<file path="src/rtl/seqdiv_pkg.sv">
// Package seqdiv_pkg
// Shared definitions for the sequential divider: the width mode type.
// Assumes nothing beyond standard SystemVerilog.
package seqdiv_pkg;

    typedef enum logic {
        MODE_NARROW = 1'b0,
        MODE_WIDE   = 1'b1
    } div_mode_e;

endpackage

</file>
<file path="src/rtl/seqdiv_step.sv">
// Module seqdiv_step
// One restoring division step, purely combinational. It shifts the next
// dividend bit into the partial remainder, subtracts the divisor when that
// leaves no borrow, and shifts the resulting quotient bit into q_out.
// Assumes p_in < d_in whenever d_in is nonzero.
module seqdiv_step #(
    parameter int W = 32
) (
    input  logic [W-1:0] p_in,
    input  logic [W-1:0] q_in,
    input  logic [W-1:0] d_in,
    output logic [W-1:0] p_out,
    output logic [W-1:0] q_out
);

    logic [W:0] shifted;
    logic [W:0] diff;
    logic       fits;

    // Compare the shifted partial remainder with the divisor and pick the restored or reduced value.
    always_comb begin
        shifted = {p_in, q_in[W-1]};
        diff    = shifted - {1'b0, d_in};
        fits    = (shifted >= {1'b0, d_in});
        p_out   = fits ? diff[W-1:0] : shifted[W-1:0];
        q_out   = {q_in[W-2:0], fits};
    end

endmodule

</file>
<file path="src/rtl/seqdiv_ctrl.sv">
// Module seqdiv_ctrl
// Sequencer for the divider. It accepts start only while idle, loads an
// iteration count from the mode, runs one iteration per cycle, then spends
// one cycle on write-back and pulses done in the cycle that follows.
// Assumes STEP divides W/2 evenly.
module seqdiv_ctrl
    import seqdiv_pkg::*;
#(
    parameter int W    = 32,
    parameter int STEP = 2
) (
    input  logic      clk,
    input  logic      rst_n,
    input  logic      start,
    input  div_mode_e mode,
    output logic      busy,
    output logic      done,
    output logic      load,
    output logic      step_en,
    output logic      finish
);

    localparam int NARROW_STEPS = (W / 2) / STEP;
    localparam int WIDE_STEPS   = W / STEP;
    localparam int CW           = $clog2(WIDE_STEPS + 1);

    logic [CW-1:0] cnt_q;
    logic          busy_q;
    logic          done_q;

    // Decode the current phase from the busy flag and the remaining count.
    always_comb begin
        load    = start && !busy_q;
        step_en = busy_q && (cnt_q != '0);
        finish  = busy_q && (cnt_q == '0);
    end

    // Advance the sequencer: load the count, count down, then end the operation.
    always_ff @(posedge clk) begin
        if (!rst_n) begin
            busy_q <= 1'b0;
            cnt_q  <= '0;
            done_q <= 1'b0;
        end else begin
            done_q <= finish;
            if (load) begin
                busy_q <= 1'b1;
                cnt_q  <= (mode == MODE_WIDE) ? CW'(WIDE_STEPS) : CW'(NARROW_STEPS);
            end else if (step_en) begin
                cnt_q <= cnt_q - 1'b1;
            end else if (finish) begin
                busy_q <= 1'b0;
            end
        end
    end

    assign busy = busy_q;
    assign done = done_q;

    // Checker state: edges since acceptance and the accepted mode.
    logic [CW:0] chk_lat_q;
    div_mode_e   chk_mode_q;

    // Track the elapsed edges of the current operation for the latency checks.
    always_ff @(posedge clk) begin
        if (!rst_n) begin
            chk_lat_q  <= '0;
            chk_mode_q <= MODE_NARROW;
        end else if (load) begin
            chk_lat_q  <= '0;
            chk_mode_q <= mode;
        end else if (busy_q) begin
            chk_lat_q <= chk_lat_q + 1'b1;
        end
    end

    p_latency_narrow_r5: assert property (@(posedge clk) disable iff (!rst_n)
        done && chk_mode_q == MODE_NARROW |-> chk_lat_q == (CW+1)'(NARROW_STEPS + 1));

    p_latency_wide_r6: assert property (@(posedge clk) disable iff (!rst_n)
        done && chk_mode_q == MODE_WIDE |-> chk_lat_q == (CW+1)'(WIDE_STEPS + 1));

    p_done_single_r7: assert property (@(posedge clk) disable iff (!rst_n)
        done |=> !done);

    p_done_not_busy_r7: assert property (@(posedge clk) disable iff (!rst_n)
        done |-> !busy);

    p_start_ignored_r8: assert property (@(posedge clk) disable iff (!rst_n)
        step_en |=> busy_q && cnt_q == $past(cnt_q) - 1'b1);

endmodule

</file>
<file path="src/rtl/seqdiv_core.sv">
// Module seqdiv_core
// Datapath of the divider. It holds the partial remainder, the dividend /
// quotient shift register and the divisor, and retires STEP quotient bits
// per iteration through a chain of restoring steps. At finish it writes the
// results into output registers that hold until the next finish. A zero
// divisor needs no special path: every step then sets its quotient bit, and
// the dividend passes into the remainder unchanged.
// Assumes load, step_en and finish are mutually exclusive.
module seqdiv_core
    import seqdiv_pkg::*;
#(
    parameter int W    = 32,
    parameter int STEP = 2
) (
    input  logic          clk,
    input  logic          rst_n,
    input  logic          load,
    input  logic          step_en,
    input  logic          finish,
    input  div_mode_e     mode,
    input  logic [W/2-1:0] dvd_hi,
    input  logic [W/2-1:0] dvd_lo,
    input  logic [W/2-1:0] dvs_hi,
    input  logic [W/2-1:0] dvs_lo,
    output logic [W/2-1:0] quo_hi,
    output logic [W/2-1:0] quo_lo,
    output logic [W/2-1:0] rem_hi,
    output logic [W/2-1:0] rem_lo
);

    localparam int H = W / 2;

    logic [W-1:0] p_q;
    logic [W-1:0] q_q;
    logic [W-1:0] d_q;
    div_mode_e    mode_q;

    logic [W-1:0] p_ch [0:STEP];
    logic [W-1:0] q_ch [0:STEP];

    assign p_ch[0] = p_q;
    assign q_ch[0] = q_q;

    // Chain STEP restoring steps so that each cycle retires STEP quotient bits.
    for (genvar g = 0; g < STEP; g++) begin : g_step
        seqdiv_step #(.W(W)) u_step (
            .p_in  (p_ch[g]),
            .q_in  (q_ch[g]),
            .d_in  (d_q),
            .p_out (p_ch[g+1]),
            .q_out (q_ch[g+1])
        );
    end

    // Load the operands at acceptance and iterate while the sequencer allows.
    always_ff @(posedge clk) begin
        if (!rst_n) begin
            p_q    <= '0;
            q_q    <= '0;
            d_q    <= '0;
            mode_q <= MODE_NARROW;
        end else if (load) begin
            p_q    <= '0;
            mode_q <= mode;
            if (mode == MODE_WIDE) begin
                q_q <= {dvd_hi, dvd_lo};
                d_q <= {dvs_hi, dvs_lo};
            end else begin
                q_q <= {dvd_lo, {H{1'b0}}};
                d_q <= {{H{1'b0}}, dvs_lo};
            end
        end else if (step_en) begin
            p_q <= p_ch[STEP];
            q_q <= q_ch[STEP];
        end
    end

    // Write the finished quotient and remainder to the result registers.
    always_ff @(posedge clk) begin
        if (!rst_n) begin
            quo_hi <= '0;
            quo_lo <= '0;
            rem_hi <= '0;
            rem_lo <= '0;
        end else if (finish) begin
            quo_lo <= q_q[H-1:0];
            rem_lo <= p_q[H-1:0];
            quo_hi <= (mode_q == MODE_WIDE) ? q_q[W-1:H] : '0;
            rem_hi <= (mode_q == MODE_WIDE) ? p_q[W-1:H] : '0;
        end
    end

    p_rem_below_div_r2: assert property (@(posedge clk) disable iff (!rst_n)
        finish && d_q != '0 |-> p_q < d_q);

    p_narrow_hi_zero_r2: assert property (@(posedge clk) disable iff (!rst_n)
        finish && mode_q == MODE_NARROW |=> quo_hi == '0 && rem_hi == '0);

    p_results_hold_r9: assert property (@(posedge clk) disable iff (!rst_n)
        !finish |=> $stable(quo_hi) && $stable(quo_lo) && $stable(rem_hi) && $stable(rem_lo));

endmodule

</file>
<file path="src/rtl/seqdiv_unit.sv">
// Module seqdiv_unit
// Top of the two-width sequential unsigned divider. It connects the
// sequencer and the datapath. Narrow mode divides 16 by 16 bits in 9
// clocks; wide mode divides 32 by 32 bits in 17 clocks (default parameters).
// Assumes W is even and STEP divides W/2.
module seqdiv_unit
    import seqdiv_pkg::*;
#(
    parameter int W    = 32,
    parameter int STEP = 2
) (
    input  logic           clk,
    input  logic           rst_n,
    input  logic           start,
    input  logic           wide_mode,
    input  logic [W/2-1:0] dvd_hi,
    input  logic [W/2-1:0] dvd_lo,
    input  logic [W/2-1:0] dvs_hi,
    input  logic [W/2-1:0] dvs_lo,
    output logic           busy,
    output logic           done,
    output logic [W/2-1:0] quo_hi,
    output logic [W/2-1:0] quo_lo,
    output logic [W/2-1:0] rem_hi,
    output logic [W/2-1:0] rem_lo
);

    div_mode_e mode;
    logic      load;
    logic      step_en;
    logic      finish;

    assign mode = div_mode_e'(wide_mode);

    seqdiv_ctrl #(.W(W), .STEP(STEP)) u_ctrl (
        .clk     (clk),
        .rst_n   (rst_n),
        .start   (start),
        .mode    (mode),
        .busy    (busy),
        .done    (done),
        .load    (load),
        .step_en (step_en),
        .finish  (finish)
    );

    seqdiv_core #(.W(W), .STEP(STEP)) u_core (
        .clk     (clk),
        .rst_n   (rst_n),
        .load    (load),
        .step_en (step_en),
        .finish  (finish),
        .mode    (mode),
        .dvd_hi  (dvd_hi),
        .dvd_lo  (dvd_lo),
        .dvs_hi  (dvs_hi),
        .dvs_lo  (dvs_lo),
        .quo_hi  (quo_hi),
        .quo_lo  (quo_lo),
        .rem_hi  (rem_hi),
        .rem_lo  (rem_lo)
    );

    p_done_after_busy_r7: assert property (@(posedge clk) disable iff (!rst_n)
        $rose(done) |-> $past(busy));

endmodule

</file>
<file path="config.mk">
export PLATFORM = sky130hd
export DESIGN_NAME = seqdiv_unit
export DESIGN_NICKNAME = d
export VERILOG_FILES = /design/src/rtl/seqdiv_pkg.sv /design/src/rtl/seqdiv_step.sv /design/src/rtl/seqdiv_ctrl.sv /design/src/rtl/seqdiv_core.sv /design/src/rtl/seqdiv_unit.sv
export SDC_FILE = /design/constraint.sdc
export NUM_CORES = 1
export LEC_CHECK = 0
export BUFFER_PORTS_ARGS = -buffer_cell sky130_fd_sc_hd__buf_2
export CAP_MARGIN = 15
export CORE_UTILIZATION = 40
export CTS_CLUSTER_SIZE = 25
export DETAILED_ROUTE_END_ITERATION = 8
export GPL_ROUTABILITY_DRIVEN = 1
export PLACE_DENSITY = 0.63
export RECOVER_POWER = 50
export SLEW_MARGIN = 40
export SYNTH_ARGS = -nofsm -noshare
export SYNTH_HDL_FRONTEND = slang
export SYNTH_SLANG_ARGS = --single-unit
export TNS_END_PERCENT = 50
</file>
<file path="constraint.sdc">
create_clock -name clk -period 6.47 [get_ports clk]
set_input_delay 1.294 -clock clk [delete_from_list [all_inputs] [get_ports clk]]
set_output_delay 1.294 -clock clk [all_outputs]
set_load 0.01 [all_outputs]
</file>
### Yosys cells after proc, flatten, opt, wreduce, memory -nomap -nowiden

Cells that the tools add are included.

| word-level totals | value |
|---|---|
| flip-flop bits (word level) | 168 |
| latch bits | 0 |
| RAM bits | 0 |
| memory bits (read-only) | 0 |
| bits of input ports | 68 |
| output and inout bits | 66 |
| word-level logic and storage cells | 42 |
| memories | 0 |

| operators by class | value |
|---|---|
| $add $sub $neg | 3 |
| multipliers | 0 |
| divide/modulo/power cells | 0 |
| magnitude comparators | 2 |
| eq/ne operators | 1 |
| shift-type cells | 0 |
| muxes and demuxes | 14 |
| bitwise operators | 1 |
| reductions and logical operators | 10 |

Operators by type and width:

| cell | number |
|---|---|
| $mux W32 | 6 |
| $ge A33 B32 Y1 | 2 |
| $sub A32 B32 Y32 | 2 |
| $mux W16 | 2 |
| $mux W5 | 3 |
| $logic_not A5 Y1 | 1 |
| $reduce_bool A5 Y1 | 1 |
| $sub A5 B1 Y5 const B | 1 |
| $reduce_bool A2 Y1 | 2 |
| $logic_and A1 B1 Y1 | 3 |
| $mux W1 | 3 |
| $ne A2 B2 Y1 const B | 1 |
| $reduce_and A2 Y1 | 1 |
| $reduce_or A2 Y1 | 1 |
| $logic_not A1 Y1 | 1 |
| $not A1 Y1 | 1 |

### Logic depth before layout (Yosys ltp)

Gate-level depths: netlist of the first run.

| logic depth | value |
|---|---|
| depth in word-level cells | 5 |
| gate-level depth with buffers | 26 |
| depth with buffers taken out | 23 |

### By module

A second synthesis of the first run with hierarchy kept.

| unflattened totals | value |
|---|---|
| cells, all modules | 1336 |
| area total of the unflattened synthesis | 12017.8 µm² |

By module, submodules not included:

| module | instances | cells each | area an instance (µm²) | sequential area each (µm²) |
|---|---|---|---|---|
| seqdiv_core | 1 | 587 | 6517.5 | 3223.1 |
| seqdiv_step | 2 | 355 | 2571.2 | 0.0 |
| seqdiv_ctrl | 1 | 39 | 357.8 | 140.1 |

### Least setup slack after synthesis of the first run

Ideal clock, no wire load.

| timing | value |
|---|---|
| path kind | reg2reg |
| from | register u_core.d_q[26] |
| to | register u_core.p_q[0] |
| library setup time | 0.073 ns |
| arrival time | 4.872 ns |
| required time | 6.397 ns |
| setup slack | 1.525 ns |
| cell stages (with the launch flop) | 26 |
| buffers on the path | 4 |
| period minus slack after synthesis | 4.945 ns |
| cells stage by stage | dfxtp_1 -> inv_1 -> ha_1 -> a21o_1 -> a21o_1 -> a21o_1 -> a21o_1 -> a21o_1 -> a211oi_2 -> buf_4 -> nand2_4 -> buf_6 -> mux2_4 -> ha_1 -> and4_1 -> buf_4 -> and2b_1 -> nor3_2 -> nand2_1 -> a2111oi_4 -> o41ai_4 -> nand2_2 -> o2111a_1 -> buf_6 -> or4_4 -> o211ai_2 |

| on the way | value |
|---|---|
| longest elaborated chain between the ends | 4 |
| elaborated cells on any way between the ends | 5 |
| those cells by class | 1 x add/sub; 2 x order compare; 2 x mux |

RTL lines:

| element | line | text |
|---|---|---|
| start: declaration | seqdiv_core.sv:35 | `logic [W-1:0] d_q;` |
| start signal: assignment | seqdiv_core.sv:67 | `d_q <= {dvs_hi, dvs_lo};` |
| start signal: assignment | seqdiv_core.sv:70 | `d_q <= {{H{1'b0}}, dvs_lo};` |
| $sub A32 B32 Y32 / $ge A33 B32 Y1 (equally long branches) | seqdiv_step.sv:23, seqdiv_step.sv:24 |  |
| $mux W32 | seqdiv_step.sv:25 | `p_out = fits ? diff[W-1:0] : shifted[W-1:0];` |
| $ge A33 B32 Y1 (*) | seqdiv_step.sv:24 | `fits = (shifted >= {1'b0, d_in});` |
| $mux W32 (*) | seqdiv_step.sv:25 |  |
| end signal: assignment | seqdiv_core.sv:73 | `p_q <= p_ch[STEP];` |
| end: declaration | seqdiv_core.sv:33 | `logic [W-1:0] p_q;` |

Mark *: on every way between the ends. The rest lies on a longest branch, timed or not.
A chain may end at the register's enable or synchronous reset.

### Final worst setup path of the first run

| timing | value |
|---|---|
| from | register u_core.q_q[31] |
| to | register u_core.p_q[21] |

| on the way | value |
|---|---|
| longest elaborated chain between the ends | 4 |
| elaborated cells on any way between the ends | 6 |
| those cells by class | 2 x add/sub; 2 x order compare; 2 x mux |

RTL lines:

| element | line | text |
|---|---|---|
| start: declaration | seqdiv_core.sv:34 | `logic [W-1:0] q_q;` |
| start signal: assignment | seqdiv_core.sv:66 | `q_q <= {dvd_hi, dvd_lo};` |
| start signal: assignment | seqdiv_core.sv:69 | `q_q <= {dvd_lo, {H{1'b0}}};` |
| start signal: assignment | seqdiv_core.sv:74 | `q_q <= q_ch[STEP];` |
| $sub A32 B32 Y32 / $ge A33 B32 Y1 (equally long branches) | seqdiv_step.sv:23, seqdiv_step.sv:24 |  |
| $mux W32 (*) | seqdiv_step.sv:25 |  |
| $sub A32 B32 Y32 / $ge A33 B32 Y1 (equally long branches) | seqdiv_step.sv:23, seqdiv_step.sv:24 |  |
| $mux W32 (*) | seqdiv_step.sv:25 |  |

Marks and branches as above.

==> results of run 1 <==
[state kept, by name, indices dropped and copies added, names as in the netlist]
signal / flops
u_core.d_q: 32
u_core.mode_q: 1
u_core.p_q: 32
u_core.q_q: 32
u_core.quo_hi: 16
u_core.quo_lo: 16
u_core.rem_hi: 16
u_core.rem_lo: 16
u_ctrl.busy: 1
u_ctrl.cnt_q: 5
u_ctrl.done: 1
[layer usage]
metal | routed length, µm | vias to the layer above
met3 | 1800 | 46
met2 | 14000 | 293
met5 | 10 | -
li1 | - | 4780
met1 | 14600 | 4634
met4 | 577 | 2
[synthesized netlist by cell type (6+ instances only)]
library cell and instances:
nor2_1 32, mux2_4 12, nor2b_1 22, a21o_1 28, mux2_2 8, a22o_1 32
buf_6 6, o21bai_1 7, nand3_1 23, xnor2_1 37, a21oi_1 156, o21a_1 10
a311oi_1 30, a211oi_1 28, nand2b_1 8, buf_2 8, ha_1 66, buf_1 6
o21ai_0 73, and3_1 11, mux2i_1 25, dfxtp_1 168, nand2_1 222, nand4_1 10
xor2_1 16, nor3_1 12, clkbuf_1 57, a31oi_1 7, inv_1 55
[cell families (layout without fill, tap and decap cells)]
family	Yosys count	count (layout)	share of synthesized area [%]
AOI/OAI and AO/OA	431	431	27.8
and+or+nand+nor	368	368	16.2
DFF	168	168	32.4
buffers and inverters	135	243	5.49
adders and majority gates	68	68	8.35
xor gates and xnor gates	54	54	4.63
muxes	46	46	5.13
other	0	1	0
[area by class of cell]
cell class | instances | area [µm²] | share of cell area [%]
Inverter | 56 | 210 | 1.77
Multi-Input combinational cell | 967 | 6470 | 54.6
Tap cell | 330 | 413 | 3.48
Clock buffer | 17 | 425 | 3.58
Sequential cell | 168 | 3360 | 28.3
Clock inverter | 15 | 196 | 1.66
Timing Repair Buffer | 155 | 782 | 6.59
Antenna cell | 1 | 2.50 | 0.0211
[power by group through the flow]
stage	sequential (µW)	clock, µW	combinational, µW
floorplan	1150	0	2850
detailed placement	1170	0	3500
global placement	1170	0	3480
finish	1150	1070	3570
CTS	1150	1080	3530
global route	1150	1130	3880
[per-stage QoR]
stage,cells,worst slack [ns],utilization (%),instance area [µm²]
after global routing,1708,0.165,46.8,11900
after global placement,1674,0.637,44.5,11300
final,1709,0.479,46.9,11900
after detailed placement,1674,0.648,44.5,11300
after floorplan,1270,1.52,-,10400
after CTS,1706,0.583,47.0,11900
[worst paths after layout]
check / from / end / cells past startpoint
worst min-delay path: u_core.mode_q$_SDFFE_PN0P_ / u_core.mode_q$_SDFFE_PN0P_ / 1
worst min register to register: u_core.mode_q$_SDFFE_PN0P_ / u_core.mode_q$_SDFFE_PN0P_ / 1
worst max-delay path: u_core.q_q[31]$_SDFFE_PN0P_ / u_core.p_q[21]$_SDFFE_PP0P_ / 23
worst max register to register: u_core.q_q[31]$_SDFFE_PN0P_ / u_core.p_q[21]$_SDFFE_PP0P_ / 23
[worst max-delay path, delay by kind of cell (launching register included)]
kind                       cells  cell delay [ns]
AOI/OAI and AO/OA             11             2.70
xor gates and xnor gates       1             0.25
adders and majority gates      3             0.99
buffers and inverters          3             0.53
DFF                            1             0.33
muxes                          1             0.17
and+or+nand+nor                4             0.84
[cell usage in the layout (no fill, tap or decap), types with 32 or more instances in the layout]
master and count:
a21oi_1 156, a22o_1 32, buf_2 84, clkbuf_1 50, dfxtp_1 168, ha_1 66
inv_1 56, nand2_1 222, o21ai_0 73, xnor2_1 37
==> impl_metrics.env, run 1 <==
export IMPL_cts_tree="built"
export IMPL_die_height_um=163
export IMPL_power_total_uw=5780
export IMPL_power_clock_fraction_pct=18.5
export IMPL_drcViolationCount=0
export IMPL_dominantRegCellSynth="dfxtp_1"
export IMPL_floorplan_rows=58
export IMPL_criticalPathCategory="flop to flop"
export IMPL_first_global_vias=9140
export IMPL_timing_fmax_ghz=0.167
export IMPL_clock_skew_final_ns=0.0170
export IMPL_finalCritPeriodShare_pct=92.6
export IMPL_fin_setup_tns_ns=0
export IMPL_worst_hold_slack_ns=0.455
export IMPL_syn_to_final_growth_pct=14.5
export IMPL_finalHoldViolCount=0
export IMPL_drt_vias_per_instance=5.71
export IMPL_initial_core_util_pct=40.9
export IMPL_pwr_share_seq_pct=19.8
export IMPL_ys_seq_elements=168
export IMPL_status="finished, violations left"
export IMPL_ctsHoldBuffers=0
export IMPL_synth_warning_count=0
export IMPL_gr_met3_demand_resource_pct=4.20
export IMPL_chipWidth_um=163
export IMPL_critical_path_arrival_ns=6.28
export IMPL_timing_critical_path_slowest_stage_cell="fa_1"
export IMPL_power_density_mw_per_mm2=487
export IMPL_h_tree_depth=4
export IMPL_post_synth_inst_count=1270
export IMPL_synth_yosys_seq_area_share_pct=32.4
export IMPL_synthesis_nets=1406
export IMPL_cell_by_cell_listing_of_the_critical_path="inv_1 -> ha_1 -> inv_1 -> fa_1 -> a211oi_1 -> nor4_1 -> nor2_1 -> a21o_1 -> a21oi_1 -> a211o_1 -> o21bai_1 -> xor2_1 -> a21oi_1 -> ha_1 -> a21o_1 -> or2_2 -> a2111oi_4 -> o41ai_4 -> nand2_2 -> o2111ai_4 -> buf_4 -> mux2i_1 -> a21oi_1"
export IMPL_routed_via_count=9755
export IMPL_synth_top_area_share_pct=32.4
export IMPL_final_layout_size_suffix_gt1_share_pct=14.1
export IMPL_asyncSetResetFlopFracSynth_pct=0
export IMPL_internal_power_uw=3140
export IMPL_quantity_of_gates_resized_following_cts=0
export IMPL_gp_congestion=0.879
export IMPL_gr_max_usage_layer="met2"
export IMPL_critPathCaptureType="flop"
export IMPL_coreArea_mm2=0.0253
export IMPL_port_buffer_count=133
export IMPL_post_route_min_period_ns=5.99
export IMPL_final_max_slew_viol_count=82
export IMPL_violated_checks="capacitance limit, slew limit"
export IMPL_netlist_cell_type_count=82
export IMPL_drt_total_wl_um=31000
export IMPL_detail_route_antenna_nets=0
export IMPL_slew_headroom_pct=-144
export IMPL_total_leakage_power_uw=0.00493
export IMPL_cts_root_to_sink_buffers=2
export IMPL_cts_sink_count=168
export IMPL_clk_lat_worst_skew_ns=0.45
export IMPL_fp_dieArea_mm2=0.0266
export IMPL_sw_frac_of_total_pct=45.7
export IMPL_ys_top_cells_by_area="dfxtp_1 (32%), nand2_1 (8.0%), ha_1 (8.0%)"
export IMPL_num_fill_cells=2502
export IMPL_clk_pin_slew_ns=0.08
export IMPL_cts_buffers_inserted=17
export IMPL_max_cap_violations=1
export IMPL_critical_path_max_stage_delay_ns=0.42
export IMPL_power_net_switching_uw=2640
export IMPL_cts_root_buffer_cell="clkbuf_16"
export IMPL_syn_area_mm2=0.0104
export IMPL_post_cts_repair_setup_buffers=0
export IMPL_dp_hpwl_um=22500
export IMPL_grt_remaining_overflow=0
export IMPL_timing_final_setup_violations=0
export IMPL_grtUsageTotal_pct=23.4
export IMPL_r2r_setup_slk_ns=0.48
export IMPL_rsz_0062_raised_after_global_routing="no"
export IMPL_ios=134
export IMPL_drt_wirelength_per_cell_um=18.1
export IMPL_crit_top_cell="a21oi_1"
export IMPL_power_combinational_fraction_pct=61.7
export IMPL_groute_layer_met1_usage_pct=32.2
export IMPL_global_route_usage_met2_pct=37.0
export IMPL_number_of_enable_type_register_cells_in_the_synthesized_netlist=0
export IMPL_setup_worst_path_start_class="flop"
export IMPL_avgSynthCellArea_um2=8.16
export IMPL_max_vdd_ir_drop_v=0.000240
export IMPL_first_iter_violations=672
export IMPL_grt_max_degree=85
export IMPL_yosys_area_top_type="dfxtp_1"
export IMPL_worstPathMaxFanout=15
export IMPL_grt_first_pass_wirelength_um=49000
export IMPL_max_slew_worst_pin_slew_ns=3.66
export IMPL_detail_route_first_pass_iterations=5
export IMPL_design_final_nets=1501
export IMPL_number_of_antenna_violations_at_the_first_check_in_global_routing=2
export IMPL_worstPathRequired_ns=6.76
export IMPL_worstHoldPathType="flop to flop"
Note: power is estimated with default switching activity, not from simulation.
==> run 2, diff against run 1 <==
- clock period: 6.47 -> 6.8 ns (I/O delays scaled with it)
==> run 2 against run 1 <==
Net effect:
- worst hold slack gained 0.0017 ns
- sequential share of layout area grew 0.34 points
- cell count shrank 0.59%
- largest cell class unchanged
- critical path type unchanged
- die area is the same
- critical path depth shrank 1
- the flow still finishes with violations (capacitance limit, slew limit)
- highest routed layer is now met4
- sequential power shrank 5%
==> impl_metrics.env, run 2 (synthesized netlist as in run 1, its figures left out) <==
export IMPL_status="finished, violations left"
export IMPL_violated_checks="capacitance limit, slew limit"
export IMPL_gp_congestion=0.942
export IMPL_worstPathRequired_ns=7.09
export IMPL_port_buffer_count=133
export IMPL_coreArea_mm2=0.0253
export IMPL_critical_path_startpoint="u_core.p_q[1]$_SDFFE_PP0P_"
export IMPL_power_density_mw_per_mm2=468
export IMPL_critPathCaptureType="flop"
export IMPL_final_layout_size_suffix_gt1_share_pct=11.8
export IMPL_timing_hold_worst_start="u_core.rem_lo[0]$_SDFFE_PN0P_"
export IMPL_ios=134
export IMPL_initial_core_util_pct=40.9
export IMPL_clk_lat_worst_skew_ns=0.44
export IMPL_number_of_antenna_violations_at_the_first_check_in_global_routing=0
export IMPL_worstHoldPathType="flop to flop"
export IMPL_post_route_min_period_ns=6.14
export IMPL_seq_area_mm2=0.00336
export IMPL_first_iter_violations=721
export IMPL_timing_final_setup_violations=0
export IMPL_timing_rr_start="u_core.p_q[1]$_SDFFE_PP0P_"
export IMPL_final_max_slew_viol_count=134
export IMPL_multi_input_area_mm2=0.00645
export IMPL_clock_skew_final_ns=0.0138
export IMPL_antenna_cells=0
export IMPL_quantity_of_gates_resized_following_cts=0
export IMPL_fp_dieArea_mm2=0.0266
export IMPL_max_slew_worst_pin_slew_ns=2.31
export IMPL_max_cap_violations=3
export IMPL_total_leakage_power_uw=0.00478
export IMPL_dp_hpwl_um=22400
export IMPL_layout_cells_most_common="nand2_1"
export IMPL_grt_max_degree=85
export IMPL_rsz_0062_raised_after_global_routing="no"
export IMPL_fin_setup_tns_ns=0
export IMPL_post_cts_repair_setup_buffers=0
export IMPL_num_fill_cells=2510
export IMPL_largestRegisters="u_core.d_q: 32 flops, u_core.p_q: 32 flops, u_core.q_q: 32 flops"
export IMPL_criticalPathCategory="flop to flop"
export IMPL_drcViolationCount=0
export IMPL_routed_via_count=9686
export IMPL_slew_headroom_pct=-53.9
export IMPL_cts_root_to_sink_buffers=2
export IMPL_floorplan_rows=58
export IMPL_wire_length_on_met2_um=14100
export IMPL_mostFrequentLayoutCells="nand2_1 (222), dfxtp_1 (168), a21oi_1 (156)"
export IMPL_max_vdd_ir_drop_v=0.000306
export IMPL_met3_wire_len_um=1860
export IMPL_grt_remaining_overflow=0
export IMPL_cts_root_buffer_cell="clkbuf_16"
export IMPL_detail_route_antenna_nets=0
export IMPL_place_inst=1666
export IMPL_grt_first_pass_wirelength_um=49700
export IMPL_design_final_nets=1492
export IMPL_cts_tree="built"
export IMPL_h_tree_depth=4
export IMPL_detail_route_wirelength_met1_um=14500
export IMPL_die_height_um=163
export IMPL_ctsHoldBuffers=0
export IMPL_post_layout_nonfiller_instances=1699
export IMPL_setup_worst_path_start_class="flop"
export IMPL_first_global_vias=9234
export IMPL_cts_sink_count=168
export IMPL_drt_wirelength_per_cell_um=18.3
export IMPL_drt_vias_per_instance=5.70
export IMPL_critical_path_arrival_ns=6.43
export IMPL_grtUsageTotal_pct=23.7
export IMPL_top_layer_used="met4"
export IMPL_timing_fmax_ghz=0.163
export IMPL_detail_route_first_pass_iterations=5
export IMPL_syn_to_final_growth_pct=13.1
export IMPL_drt_total_wl_um=31100
export IMPL_clk_pin_slew_ns=0.08
export IMPL_worstPathMaxFanout=17
export IMPL_cts_buffers_inserted=17
export IMPL_chipWidth_um=163
export IMPL_finalCritPeriodShare_pct=90.3
export IMPL_finalHoldViolCount=0
run 2: cell types whose count changed in the layout (fill, tap and decap cells not counted), sizes merged:
cell    previous run  this run
clkbuf            67        86
buf              105        77
clkinv             9         7
inv               62        64
diode              1         0
run 2: worst max-delay path: stages (launching register included):
cell and delay (ns):
dfxtp_1 0.46, ha_1 0.35, a21oi_1 0.28, a21oi_2 0.11, o21a_2 0.28, o211ai_2 0.24
a21oi_1 0.12, o2111ai_1 0.19, buf_4 0.25, and2_1 0.61, o21ai_0 0.26, ha_1 0.42
o211ai_1 0.11, a21oi_1 0.24, o211ai_1 0.16, nand2_1 0.23, a2111oi_4 0.13, o41ai_4 0.39
nand2_2 0.13, o2111ai_4 0.27, buf_4 0.41, mux2i_1 0.24, a21oi_1 0.08
run 2: where the power goes:
part | internal, µW | leakage (µW) | switching (µW) | total, µW
combinational | 1420 | 0.00312 | 1970 | 3380
sequential | 1040 | 0.00137 | 52.6 | 1090
clock | 503 | 0.000297 | 512 | 1010
total | 2960 | 0.00478 | 2530 | 5490
run 2: final cells by class:
| class | count | share of cell area [%] |
|---|---|---|
| Clock buffer | 17 | 3.63 |
| Sequential cell | 168 | 28.7 |
| Multi-Input combinational cell | 967 | 55.0 |
| Tap cell | 330 | 3.52 |
| Timing Repair Buffer | 146 | 5.76 |
| Clock inverter | 15 | 1.61 |
| Inverter | 56 | 1.79 |
run 2: layer usage:
metal	vias up	GRT usage, %
met5	-	0
met4	0	7.86
met3	49	4.94
met2	290	37.1
met1	4597	32.2
li1	4750	-
run 2: path summary, 6_finish.rpt:
path	cells past startpoint	end	slack [ns]
min	2	u_core.rem_lo[0]$_SDFFE_PN0P_	0.46
min reg2reg	2	u_core.rem_lo[0]$_SDFFE_PN0P_	0.46
max	22	u_core.p_q[12]$_SDFFE_PP0P_	0.66
max reg2reg	22	u_core.p_q[12]$_SDFFE_PP0P_	0.66
run 2: per-stage QoR:
| stage | utilization [%] | setup slack, ns | instance area, µm² | total power (µW) | hold WS (ns) |
|---|---|---|---|---|---|
| floorplan | - | 1.85 | 10400 | 3810 | 0.418 |
| global placement | 44.2 | 0.933 | 11200 | 4410 | 0.440 |
| detailed placement | 44.3 | 0.785 | 11200 | 4420 | 0.433 |
| CTS | 46.7 | 0.740 | 11800 | 5460 | 0.458 |
| global route | 46.3 | 0.330 | 11700 | 5860 | 0.475 |
| finish | 46.3 | 0.662 | 11700 | 5490 | 0.456 |
==> run 3, diff against run 2 <==
- PLACE_DENSITY: 0.63 -> 0.62
- SYNTH_HIERARCHICAL: not set -> 1
==> run 3 against run 2 <==
Net effect:
- the run ends with DRC, capacitance limit, slew limit left
- synthesized area grew 16%
- critical path depth grew 1
- synthesized cell count grew 5.2%
- via count shrank 1.2%
- worst hold slack gained 0.010 ns
- critical path type unchanged
- critical endpoint is now u_core/p_q[18]$_SDFFE_PP0P_
==> impl_metrics.env, run 3 <==
export IMPL_status="finished, violations left"
export IMPL_violated_checks="DRC, capacitance limit, slew limit"
export IMPL_cts_tree="built"
export IMPL_synth_yosys_seq_area_share_pct=28.0
export IMPL_criticalPathCategory="flop to flop"
export IMPL_post_synth_inst_count=1336
export IMPL_synth_top_area_share_pct=28.0
export IMPL_detail_route_first_pass_iterations=9
export IMPL_final_layout_size_suffix_gt1_share_pct=16.6
export IMPL_post_synth_most_frequent_cells="dfxtp_1 (168), mux2i_1 (119), inv_1 (83), nor2_1 (79), buf_4 (70)"
export IMPL_fraction_of_the_mapped_netlist_area_in_adder_cells_pct=7.10
export IMPL_grt_max_degree=84
export IMPL_cts_root_to_sink_buffers=2
export IMPL_antenna_cells=0
export IMPL_max_cap_violations=4
export IMPL_die_height_um=175
export IMPL_layout_cells_most_common="dfxtp_1"
export IMPL_syn_area_mm2=0.0120
export IMPL_h_tree_depth=4
export IMPL_worstPathRequired_ns=7.10
export IMPL_quantity_of_gates_resized_following_cts=0
export IMPL_synthesis_nets=1471
export IMPL_timing_critical_path_slowest_stage_cell="nor3_1"
export IMPL_worstPathMaxFanout=29
export IMPL_netlist_cell_type_count=63
export IMPL_chipWidth_um=175
export IMPL_ctsHoldBuffers=0
export IMPL_cts_sink_count=168
export IMPL_drt_total_wl_um=32300
export IMPL_gp_congestion=0.951
export IMPL_synth_warning_count=6
export IMPL_asyncSetResetFlopFracSynth_pct=0
export IMPL_port_buffer_count=133
export IMPL_critical_path_arrival_ns=6.62
export IMPL_first_iter_violations=669
export IMPL_yosys_area_top_type="dfxtp_1"
export IMPL_cpLargestDelayFamily="simple AND/OR/NAND/NOR gates"
export IMPL_grtUsageTotal_pct=21.1
export IMPL_fp_dieArea_mm2=0.0307
export IMPL_first_global_vias=9174
export IMPL_finalCritPeriodShare_pct=93.0
export IMPL_avgSynthCellArea_um2=9.00
export IMPL_critical_path_max_stage_delay_ns=0.46
export IMPL_dominantRegCellSynth="dfxtp_1"
export IMPL_simple_gate_share_of_the_synthesized_area_pct=15.1
export IMPL_initial_core_util_pct=40.7
export IMPL_fin_setup_tns_ns=0
export IMPL_final_max_slew_viol_count=212
export IMPL_synth_mux_area_share_pct=17.7
export IMPL_number_of_antenna_violations_at_the_first_check_in_global_routing=1
export IMPL_synth_top_family_by_area="multiplexers"
export IMPL_coreArea_mm2=0.0296
export IMPL_setup_worst_path_start_class="flop"
export IMPL_cts_buffers_inserted=17
export IMPL_post_route_min_period_ns=6.33
export IMPL_finalHoldViolCount=0
export IMPL_grt_first_pass_wirelength_um=51200
export IMPL_detail_route_antenna_nets=0
export IMPL_syn_to_final_growth_pct=6.81
export IMPL_max_slew_worst_pin_slew_ns=4.95
export IMPL_rsz_0062_raised_after_global_routing="no"
export IMPL_critical_path_startpoint="u_core/d_q[11]$_SDFFE_PN0P_"
export IMPL_clock_skew_final_ns=0.0238
export IMPL_floorplan_rows=63
export IMPL_drt_wirelength_per_cell_um=18.4
export IMPL_cts_root_buffer_cell="clkbuf_16"
export IMPL_ys_top_cells_by_area="dfxtp_1 (28%), mux2i_1 (9.9%), ha_1 (6.8%)"
export IMPL_cell_by_cell_listing_of_the_critical_path="inv_1 -> ha_1 -> nand4_1 -> nor3_1 -> o211ai_1 -> nor4b_4 -> o21ai_2 -> a31oi_4 -> o21a_4 -> inv_2 -> mux2_2 -> ha_1 -> nand4_1 -> nor3_1 -> o211ai_1 -> nor4b_4 -> o21ai_2 -> a31oi_4 -> o21a_4 -> inv_4 -> mux2_2 -> mux2i_1 -> nor2_1"
export IMPL_ios=134
export IMPL_largestRegisters="u_core/d_q: 32 flops, u_core/p_q: 32 flops, u_core/q_q: 32 flops"
export IMPL_synth_compound_area_share_pct=17.4
export IMPL_drt_vias_per_instance=5.45
export IMPL_critPathCaptureType="flop"
export IMPL_number_of_enable_type_register_cells_in_the_synthesized_netlist=0
export IMPL_yosys_cell_count_top_type="dfxtp_1"
export IMPL_timing_rr_start="u_core/d_q[11]$_SDFFE_PN0P_"
export IMPL_grt_remaining_overflow=0
export IMPL_worst_hold_slack_ns=0.466
export IMPL_num_fill_cells=2977
export IMPL_ys_seq_elements=168
export IMPL_slew_headroom_pct=-230
export IMPL_parity_gate_share_of_the_synthesized_area_counting_xor_and_xnor_cells_pct=3.86
export IMPL_design_final_nets=1489
export IMPL_mostFrequentLayoutCells="dfxtp_1 (167), mux2i_1 (119), inv_1 (83)"
export IMPL_clk_pin_slew_ns=0.08
export IMPL_clk_lat_worst_skew_ns=0.44
export IMPL_timing_fmax_ghz=0.158
export IMPL_routed_via_count=9573
export IMPL_timing_final_setup_violations=0
export IMPL_crit_buf_inv=3
export IMPL_worstHoldPathType="flop to flop"
export IMPL_post_cts_repair_setup_buffers=0
export IMPL_drcViolationCount=2
export IMPL_dp_hpwl_um=23900
export IMPL_timing_hold_worst_start="u_core/rem_hi[14]$_SDFFE_PN0P_"
run 3: changes by cell type after synthesis, moves of 23 or more:
cell and delta:
buf_4 +68, inv_1 +28, o21ai_0 -47, a311oi_1 -30, nand2_1 -172, a21oi_1 -104
nor2_1 +47, nand3_1 +23, mux2_2 +40, mux2i_1 +94, nor2b_1 +40, nand2b_1 +25
run 3: kinds of logic after synthesis:
logic type,count (synthesis)
and+or+nand+nor,342
AOI/OAI and AO/OA,283
buffers and inverters,230
muxes,193
DFF,168
adders and majority gates,67
xor gates and xnor gates,53
run 3: path summary, 6_finish.rpt:
kind	endpoint	slack (ns)	depth (start not counted)
worst max register to register	u_core/p_q[18]$_SDFFE_PP0P_	0.47	23
worst min-delay path	u_core/rem_hi[14]$_SDFFE_PN0P_	0.47	2
worst max-delay path	u_core/p_q[18]$_SDFFE_PP0P_	0.47	23
worst min register to register	u_core/rem_hi[14]$_SDFFE_PN0P_	0.47	2
run 3: final cells by class:
| cell class | count | area (µm²) | share of cell area [%] |
|---|---|---|---|
| sequential | 168 | 3360 | 26.2 |
| tap | 390 | 488 | 3.80 |
| timing repair buffer | 144 | 674 | 5.25 |
| inverter | 85 | 322 | 2.51 |
| multi-input combinational | 938 | 7370 | 57.4 |
| clock inverter | 12 | 158 | 1.23 |
| clock buffer | 20 | 457 | 3.56 |
run 3: metrics by stage:
| step | util (%) | worst slack [ns] | cells | area (µm²) |
|---|---|---|---|---|
| 2_1_floorplan | - | 1.44 | 1336 | 12000 |
| 3_3_place_gp | 41.6 | 0.647 | 1724 | 12300 |
| 3_5_place_dp | 41.7 | 0.370 | 1725 | 12300 |
| 4_1_cts | 43.8 | 0.342 | 1757 | 12900 |
| 5_1_grt | 43.4 | 0.108 | 1757 | 12800 |
| 6_report | 43.4 | 0.473 | 1757 | 12800 |
run 3: routing by layer:
layer,GRT usage [%],part of all wire (%),vias to the layer above
li1,-,-,4711
met3,3.10,4.4,31
met2,32.7,44,258
met4,5.14,1.7,2
met5,0,0.025,-
met1,30.6,50,4571
run 3: worst register-to-register path: cells and delay by family (launching register included):
kind                       cells  cell delay (ns)
and+or+nand+nor                7             1.79
AOI/OAI and AO/OA              8             1.59
muxes                          3             0.94
adders and majority gates      2             0.82
buffers and inverters          3             0.67
DFF                            1             0.36
Power of run 3 is not shown: default switching activity piles up to over one toggle a cycle in this logic, so the estimate is an artifact.
